<file path="config.mk">
export PLATFORM = sky130hd
export DESIGN_NAME = irq_prio_ctrl
export DESIGN_NICKNAME = d
export VERILOG_FILES = /design/src/rtl/intc_pkg.sv /design/src/rtl/intc_ctl_reg.sv /design/src/rtl/intc_bus_dec.sv /design/src/rtl/intc_arbiter.sv /design/src/rtl/irq_prio_ctrl.sv
export SDC_FILE = /design/constraint.sdc
export NUM_CORES = 1
export LEC_CHECK = 0
export ABC_AREA = 0
export BUFFER_PORTS_ARGS = -buffer_cell sky130_fd_sc_hd__buf_2
export CAP_MARGIN = 10
export CELL_PAD_IN_SITES_DETAIL_PLACEMENT = 0
export CELL_PAD_IN_SITES_GLOBAL_PLACEMENT = 2
export CORE_AREA = 2 2 122 124
export DETAILED_ROUTE_END_ITERATION = 7
export DIE_AREA = 0 0 124 126
export PLACE_DENSITY = 0.86
export SYNTH_ARGS = -nofsm -noshare
export SYNTH_HDL_FRONTEND = slang
export SYNTH_SLANG_ARGS = --single-unit
</file>
<file path="constraint.sdc">
create_clock -name clk -period 18.7 [get_ports clk]
set_input_delay 2.805 -clock clk [delete_from_list [all_inputs] [get_ports clk]]
set_output_delay 2.805 -clock clk [all_outputs]
set_load 0.1 [all_outputs]
</file>
<file path="src/rtl/intc_pkg.sv">
package intc_pkg;
  localparam int LVL_W    = 3;
  localparam int DATA_W   = 8;
  localparam int FLAG_BIT = 3;

  typedef logic [LVL_W-1:0] lvl_t;

  // a source may be offered to the processor only under all three gates
  function automatic logic is_eligible(logic ien, logic pend, lvl_t lvl, lvl_t ipl);
    return ien & pend & (lvl > ipl);
  endfunction

  // strict comparison keeps the earlier (lower) index on a tie
  function automatic logic outranks(lvl_t cand, lvl_t best);
    return cand > best;
  endfunction

  function automatic logic [DATA_W-1:0] pack_ctl(logic pend, lvl_t lvl);
    logic [DATA_W-1:0] r;
    r = '0;
    r[LVL_W-1:0] = lvl;
    r[FLAG_BIT] = pend;
    return r;
  endfunction
endpackage

</file>
<file path="src/rtl/intc_ctl_reg.sv">
module intc_ctl_reg
  import intc_pkg::*;
(
  input  logic              clk,
  input  logic              rst_n,
  input  logic              wr_hit,
  input  logic [DATA_W-1:0] wdata,
  input  logic              hw_set,
  input  logic              ack_clr,
  output lvl_t              lvl,
  output logic              pend
);
  logic sw_clr;
  logic clr_evt;

  assign sw_clr  = wr_hit & ~wdata[FLAG_BIT];
  assign clr_evt = sw_clr | ack_clr;

  always_ff @(posedge clk or negedge rst_n) begin
    if (!rst_n) begin
      lvl  <= '0;
      pend <= 1'b0;
    end else begin
      if (wr_hit) lvl <= wdata[LVL_W-1:0];
      if (hw_set)       pend <= 1'b1;
      else if (clr_evt) pend <= 1'b0;
    end
  end

  assert_set_wins_R5: assert property (@(posedge clk) disable iff (!rst_n)
    hw_set |=> pend);
  assert_fall_cause_R3: assert property (@(posedge clk) disable iff (!rst_n)
    $fell(pend) |-> ($past(clr_evt) && !$past(hw_set)));
  assert_one_keeps_R3: assert property (@(posedge clk) disable iff (!rst_n)
    (wr_hit && wdata[FLAG_BIT] && !ack_clr && !hw_set) |=> (pend == $past(pend)));
  assert_ack_clears_R8: assert property (@(posedge clk) disable iff (!rst_n)
    (ack_clr && !hw_set) |=> !pend);
  assert_level_hold_R2: assert property (@(posedge clk) disable iff (!rst_n)
    !wr_hit |=> $stable(lvl));
endmodule

</file>
<file path="src/rtl/intc_bus_dec.sv">
module intc_bus_dec
  import intc_pkg::*;
#(
  parameter int NUM_SRC = 11,
  parameter int ADDR_W  = 8,
  parameter logic [NUM_SRC*ADDR_W-1:0] SRC_ADDR = '0
) (
  input  logic                        clk,
  input  logic                        rst_n,
  input  logic [ADDR_W-1:0]           bus_addr,
  input  logic                        bus_wr,
  input  logic [NUM_SRC-1:0][LVL_W-1:0] lvls,
  input  logic [NUM_SRC-1:0]          pends,
  output logic [NUM_SRC-1:0]          wr_hit,
  output logic [DATA_W-1:0]           rdata
);
  logic [NUM_SRC-1:0] sel;

  for (genvar i = 0; i < NUM_SRC; i++) begin : g_sel
    assign sel[i]    = (bus_addr == SRC_ADDR[i*ADDR_W +: ADDR_W]);
    assign wr_hit[i] = bus_wr & sel[i];
  end

  always_comb begin
    rdata = '0;
    for (int i = 0; i < NUM_SRC; i++)
      if (sel[i]) rdata = rdata | pack_ctl(pends[i], lvls[i]);
  end

  assert_unique_map_R9: assert property (@(posedge clk) disable iff (!rst_n)
    $onehot0(sel));
  assert_upper_zero_R2: assert property (@(posedge clk) disable iff (!rst_n)
    rdata[DATA_W-1:FLAG_BIT+1] == '0);
endmodule

</file>
<file path="src/rtl/intc_arbiter.sv">
module intc_arbiter
  import intc_pkg::*;
#(
  parameter int NUM_SRC = 11,
  parameter int ID_W    = 4
) (
  input  logic                          clk,
  input  logic                          rst_n,
  input  logic                          ien,
  input  lvl_t                          ipl,
  input  logic [NUM_SRC-1:0][LVL_W-1:0] lvls,
  input  logic [NUM_SRC-1:0]            pends,
  output logic                          req,
  output logic [ID_W-1:0]               id,
  output lvl_t                          lvl
);
  logic [NUM_SRC-1:0] elig;

  for (genvar i = 0; i < NUM_SRC; i++) begin : g_elig
    assign elig[i] = is_eligible(ien, pends[i], lvls[i], ipl);
  end

  always_comb begin
    lvl = '0;
    id  = '0;
    for (int i = 0; i < NUM_SRC; i++)
      if (elig[i] && outranks(lvls[i], lvl)) begin
        lvl = lvls[i];
        id  = ID_W'(i);
      end
  end

  assign req = |elig;

  assert_gate_R6: assert property (@(posedge clk) disable iff (!rst_n)
    req |-> (ien && (lvl > ipl)));
  assert_grant_pending_R7: assert property (@(posedge clk) disable iff (!rst_n)
    req |-> (pends[id] && (lvls[id] == lvl)));
  assert_idle_zero_R10: assert property (@(posedge clk) disable iff (!rst_n)
    !req |-> ((id == '0) && (lvl == '0)));
endmodule

</file>
<file path="src/rtl/irq_prio_ctrl.sv">
module irq_prio_ctrl
  import intc_pkg::*;
#(
  parameter int NUM_SRC = 11,
  parameter int ADDR_W  = 8,
  parameter logic [NUM_SRC*ADDR_W-1:0] SRC_ADDR =
    {8'h5C, 8'h5B, 8'h5A, 8'h59, 8'h58, 8'h56, 8'h52, 8'h51, 8'h50, 8'h4E, 8'h4D},
  localparam int ID_W = (NUM_SRC > 1) ? $clog2(NUM_SRC) : 1
) (
  input  logic               clk,
  input  logic               rst_n,
  input  logic [ADDR_W-1:0]  bus_addr,
  input  logic               bus_wr,
  input  logic [DATA_W-1:0]  bus_wdata,
  output logic [DATA_W-1:0]  bus_rdata,
  input  logic [NUM_SRC-1:0] src_set,
  input  logic               int_en,
  input  logic [LVL_W-1:0]   cpu_ipl,
  input  logic               irq_ack,
  output logic               irq_req,
  output logic [ID_W-1:0]    irq_id,
  output logic [LVL_W-1:0]   irq_lvl
);
  logic [NUM_SRC-1:0][LVL_W-1:0] lvls;
  logic [NUM_SRC-1:0]            pends;
  logic [NUM_SRC-1:0]            wr_hit;
  logic [NUM_SRC-1:0]            ack_vec;

  intc_bus_dec #(.NUM_SRC(NUM_SRC), .ADDR_W(ADDR_W), .SRC_ADDR(SRC_ADDR)) u_dec (
    .clk(clk), .rst_n(rst_n), .bus_addr(bus_addr), .bus_wr(bus_wr),
    .lvls(lvls), .pends(pends), .wr_hit(wr_hit), .rdata(bus_rdata)
  );

  for (genvar i = 0; i < NUM_SRC; i++) begin : g_src
    assign ack_vec[i] = irq_ack & irq_req & (irq_id == ID_W'(i));
    intc_ctl_reg u_reg (
      .clk(clk), .rst_n(rst_n), .wr_hit(wr_hit[i]), .wdata(bus_wdata),
      .hw_set(src_set[i]), .ack_clr(ack_vec[i]), .lvl(lvls[i]), .pend(pends[i])
    );
  end

  intc_arbiter #(.NUM_SRC(NUM_SRC), .ID_W(ID_W)) u_arb (
    .clk(clk), .rst_n(rst_n), .ien(int_en), .ipl(cpu_ipl),
    .lvls(lvls), .pends(pends), .req(irq_req), .id(irq_id), .lvl(irq_lvl)
  );

  assert_single_ack_R8: assert property (@(posedge clk) disable iff (!rst_n)
    $onehot0(ack_vec));
  assert_req_needs_en_R6: assert property (@(posedge clk) disable iff (!rst_n)
    irq_req |-> int_en);
endmodule

</file>
==> results.cfg, run 1 <==
[floorplan]
die_h_um = 126
dieArea_um2 = 15600
coreArea_um2 = 14300
io_pins = 51
die_x_um = 124
initial_core_util = 0.323
rows = 44

[worst_setup_path]
path_class = in2out
arrival_ns = 15.99
path_common_cell = ha_4
crit_path_top_delay_cell = or3_4
required_ns = 15.89
cp-start-kind = input pin
max_stage_delay_ns = 0.42
worstRegToRegCells = 75
critPathCaptureType = primary output
crit_fanout = 5

[synth]
ys_types = 85
postSynthCellCount = 534
yosysSeqAreaShare = 0.238
ys_top_cells_by_area = dfrtp_1 24%, ha_1 14%, mux2_2 9.5%
synth_edf_count = 0
synth_area_um2 = 4620
synth_top_flop_cell = dfrtp_1
ys_ff_latch = 44
synth_top_area_cell = dfrtp_1
synth.avg_cell_area_um2 = 8.65
synth.most_common_cell = ha_1
synthArstFlopShare = 1.00
netlist.area_leader.share = 0.238
synth.top_cells.by_count = 51 x ha_1, 44 x dfrtp_1, 41 x nor2_1
ys_warn_count = 0

[power]
vdd_drop_max_mv = 0.0554
powerDensity_nw_per_um2 = 47.9
p_leak_nw = 2.96
power_mw = 0.315

[global_routing]
antenna_found_initial = 0
grt_pass1_wl_mm = 26.4
overflow = 0
grt_pass1_vias = 4814
grt_max_degree = 45
grt_use_total = 0.216

[job]
cap_violations = 0

[clock_tree]
path_clk_slew_ns = 0.06
cts_inserted_buffers = 5
cts_tree = yes
cts_buffer_depth = 2
clkLatencyLatePin_ns = 0.28
cts.sinks = 44
cts.htree.levels = 2
root_buffer = clkbuf_16

[hold_path]
holdPathStages = 1
hp-class = reg2reg

[run_status]
violations = negative setup slack
status = finished with violations

[sta]
tightest_slew_ns = 1.10
setup_ws_ns = -0.0970
timing.hold.ws_ns = 0.548
setup_viol = 5
max_slew_margin = 0.260
clock_skew_ns = 0.00945
rsz0062_at_grt = yes
final_hold_viol_count = 0
fmax_ghz = 0.0532
layout_min_cycle_time_ns = 18.80
finalCritPeriodShare = 1.01
drv_slew = 0

[placement]
dp_hpwl_mm = 12.6
port_buffers = 42
gp_congestion = 0.870

[cells_and_area]
insertedDiodeCount = 0
final_nets = 753
final.fill_count = 1367
area_growth_pct = 42.3
drive_gt1_frac = 0.427

[drt]
drc = 0
drtIter0Drc = 428
drtPass1Iterations = 4
vias = 4744
routed_wl_mm = 16.5
postRouteAntennaNets = 0
routedWlPerCell_um = 19.4
detail_route.vias_per_cell = 5.57
## registers in the layout, indices dropped and copies added, names as in the netlist
register,count
g_src.u_reg.lvl,33
g_src.u_reg.pend,11
## power by group
part / total [mW] / switching [mW] / internal (mW)
Clock: 0.0991 / 0.0364 / 0.0628
Combinational: 0.108 / 0.0621 / 0.0461
Sequential: 0.107 / 0.00837 / 0.0990
Total: 0.315 / 0.107 / 0.208
## worst max-delay path: cells and delay by family
family | cells | cell delay [ns]
buffers and inverters | 7 | 0.76
adders and majority gates | 13 | 3.21
muxes | 7 | 2.18
AOI/OAI and AO/OA | 23 | 3.16
and+or+nand+nor | 25 | 3.82
## stage by stage
stage	area [um^2]	setup slack (ns)	TNS, ns	util	cells
finish	6570	-0.0970	-0.278	0.459	852
detailed placement	5780	-0.661	-3.64	0.404	803
global placement	5780	-0.427	-1.96	0.404	803
floorplan	4930	-0.708	-1.89	-	537
global route	6570	-0.649	-3.96	0.459	852
CTS	6350	0.00504	0	0.444	845
## cell type report
cell class	instances	area [um^2]	area share
Clock buffer	5	125	0.0190
Clock inverter	3	42.5	0.00647
Inverter	36	141	0.0215
Multi-Input combinational cell	440	3840	0.584
Sequential cell	44	1100	0.168
Tap cell	184	230	0.0350
Timing Repair Buffer	140	1100	0.167
## cells by family after synthesis
| logic type | after synthesis | synth area share |
|---|---|---|
| simple gates | 181 | 0.198 |
| other cells | 1 | 0.000812 |
| fa+ha+maj | 55 | 0.147 |
| mux | 48 | 0.118 |
| compound gates | 151 | 0.248 |
| xor+xnor | 1 | 0.00190 |
| flops | 44 | 0.238 |
| buf+inv | 53 | 0.0488 |
## final timing paths
kind	start	slack, ns	endpoint
worst max-delay path	cpu_ipl[1]	-0.1	irq_id[2]
worst min-delay path	g_src[10].u_reg.lvl[0]	0.55	g_src[10].u_reg.lvl[0]
worst min register to register	g_src[10].u_reg.lvl[0]	0.55	g_src[10].u_reg.lvl[0]
min in group asynchronous	rst_n	2.68	g_src[7].u_reg.lvl[2]
worst max register to register	g_src[0].u_reg.lvl[1]	4.13	g_src[1].u_reg.pend
max in group asynchronous	rst_n	15.37	g_src[0].u_reg.pend
## cell usage in the layout (no fill, tap or decap), drive strengths merged, types with 11 or more instances in the layout
cell	count
dfrtp	44
nor2	41
nand2	37
ha	51
inv	35
a22oi	11
nor2b	14
nand3	26
mux2	41
a21oi	24
nor3	12
o21ai	33
buf	140
## metal layers
| metal | GRT usage | vias to the layer above | share of wire |
|---|---|---|---|
| li1 | - | 2282 | - |
| met1 | 0.295 | 2330 | 0.45 |
| met2 | 0.361 | 111 | 0.49 |
| met3 | 0.0267 | 21 | 0.042 |
| met4 | 0.0529 | 0 | 0.016 |
| met5 | 0 | - | 0 |
## repair_timing
| item | CTS | global route |
|---|---|---|
| setup buffers | 34 | 9 |
| gates cloned | 0 | 0 |
| resized for setup | 24 | 37 |
| setup endpoints to repair | 7 | 7 |
| pin swaps | 18 | 15 |
| hold buffers | 0 | 0 |
Note: power is estimated with default switching activity, not from simulation.
==> inputs of run 2 (changes only) <==
- CORE_AREA: 2 2 122 124 -> 2 2 111 113
- DIE_AREA: 0 0 124 126 -> 0 0 113 115
- PLACE_DENSITY: 0.86 -> 0.95
- clock period: 18.7 -> 23.6 ns (I/O delays scaled with it)
==> results.cfg, run 2 (same netlist as run 1, synthesis figures left out) <==
[worst_setup_path]
crit_path_top_delay_cell = or3_1
cp.depth = 73
required_ns = 20.06
r2r-end = g_src[1].u_reg.pend
critical_path.startpoint = cpu_ipl[0]
path_common_cell = ha_1
rrSetupSlack_ns = 7.01
critPathCaptureType = primary output
rr_startpoint = g_src[0].u_reg.lvl[1]
crit_end = irq_id[2]
crit_fanout = 11
max_stage_delay_ns = 0.46
cp-start-kind = input pin
path_class = in2out
worstRegToRegCells = 72
path_delay_family = compound AO/OA/AOI/OAI gates
arrival_ns = 19.01
crit_buf_inv = 6

[cells_and_area]
regMostFlops = g_src.u_reg.lvl
final_nets = 664
area_growth_pct = 13.5
drive_gt1_frac = 0.216
final.fill_count = 1204
largest_reg_flops = 33
reg.largest.list = g_src.u_reg.lvl: 33 flops, g_src.u_reg.pend: 11 flops
insertedDiodeCount = 0
final_cell_mix = 51 x ha_1, 44 x dfrtp_1, 40 x nor2_1
final_common_cell = ha_1
postLayoutCellArea_um2 = 5240

[drt]
drc = 0
detail_route.vias_per_cell = 6.06
vias = 4399
drtPass1Iterations = 5
routedWlPerCell_um = 19.8
routed_wl_mm = 14.4
drtIter0Drc = 287
postRouteAntennaNets = 0

[sta]
tightest_slew_ns = 1.23
layout_min_cycle_time_ns = 22.55
max_slew_margin = 0.173
final_hold_viol_count = 0
setup_ws_ns = 1.05
fmax_ghz = 0.0443
setup_viol = 0
setup_tns_ns = 0
timing.hold.ws_ns = 0.567
drv_slew = 0
clock_skew_ns = 0.00398
finalCritPeriodShare = 0.956
rsz0062_at_grt = no

[power]
powerDensity_nw_per_um2 = 42.8
p_leak_nw = 2.40
vdd_drop_max_mv = 0.0382

[clock_tree]
path_clk_slew_ns = 0.06
root_buffer = clkbuf_16
cts_tree = yes
cts.sinks = 44
post_cts_resized = 0
cts_buffer_depth = 2
hold_buffers = 0
clkLatencyLatePin_ns = 0.28
cts_setup_buffers = 0
cts.htree.levels = 2
cts_inserted_buffers = 5

[global_routing]
grt_use_total = 0.220
grt_pass1_vias = 4248
grt_max_degree = 45
overflow = 0
grt_pass1_wl_mm = 22.7
antenna_found_initial = 0

[placement]
gp_congestion = 0.893
postPlaceCellArea_um2 = 5060
dp_hpwl_mm = 11.5
port_buffers = 42
pre_cts_ws_ns = 0.795

[floorplan]
rows = 40
initial_core_util = 0.391
dieArea_um2 = 13000
coreArea_um2 = 11800
die_h_um = 115
die_x_um = 113
io_pins = 51

[run_status]
status = complete, no violations

[job]
cap_violations = 0

[hold_path]
hp-class = reg2reg
==> run 2: worst min path at each step <==
stage / start / to / slack [ns] / cells past startpoint
global route: g_src[1].u_reg.lvl[0] / g_src[1].u_reg.lvl[0] / 0.58 / 1
floorplan: g_src[1].u_reg.lvl[0] / g_src[1].u_reg.lvl[0] / 0.50 / 1
finish: g_src[1].u_reg.lvl[0] / g_src[1].u_reg.lvl[0] / 0.57 / 1
global placement: g_src[1].u_reg.lvl[0] / g_src[1].u_reg.lvl[0] / 0.55 / 1
detailed placement: g_src[1].u_reg.lvl[0] / g_src[1].u_reg.lvl[0] / 0.55 / 1
CTS: g_src[1].u_reg.lvl[0] / g_src[1].u_reg.lvl[0] / 0.57 / 1
==> run 2: worst register-to-register path: cells and delay by family (launching register included) <==
kind	cells	cell delay [ns]
fa+ha+maj	13	3.79
flops	1	0.42
mux	6	2.05
compound gates	25	4.55
buf+inv	4	0.55
simple gates	24	5.08
==> run 2: routing by layer <==
metal,share of wire,global-route usage,vias up
met3,0.031,0.0211,23
met1,0.47,0.303,2160
met2,0.48,0.369,109
li1,-,-,2107
met4,0.024,0.0610,0
met5,0,0,-
==> run 2: stage by stage <==
step / util / cells / total power, mW
2_1_floorplan: - / 537 / 0.128
3_3_place_gp: 0.429 / 718 / 0.146
3_5_place_dp: 0.429 / 718 / 0.148
4_1_cts: 0.442 / 726 / 0.225
5_1_grt: 0.444 / 726 / 0.235
6_report: 0.444 / 726 / 0.224
==> run 2: area by class of cell <==
type / count / area [um^2] / area share
clock buffer: 6 / 129 / 0.0246
clock inverter: 2 / 35.0 / 0.00668
inverter: 36 / 135 / 0.0258
multi-input combinational: 440 / 3320 / 0.633
sequential: 44 / 1100 / 0.210
tap: 147 / 184 / 0.0351
timing repair buffer: 51 / 338 / 0.0645
==> run 2: power by group <==
group | internal, mW | switching (mW)
registers | 0.0785 | 0.00579
logic | 0.0219 | 0.0418
clock network | 0.0497 | 0.0267
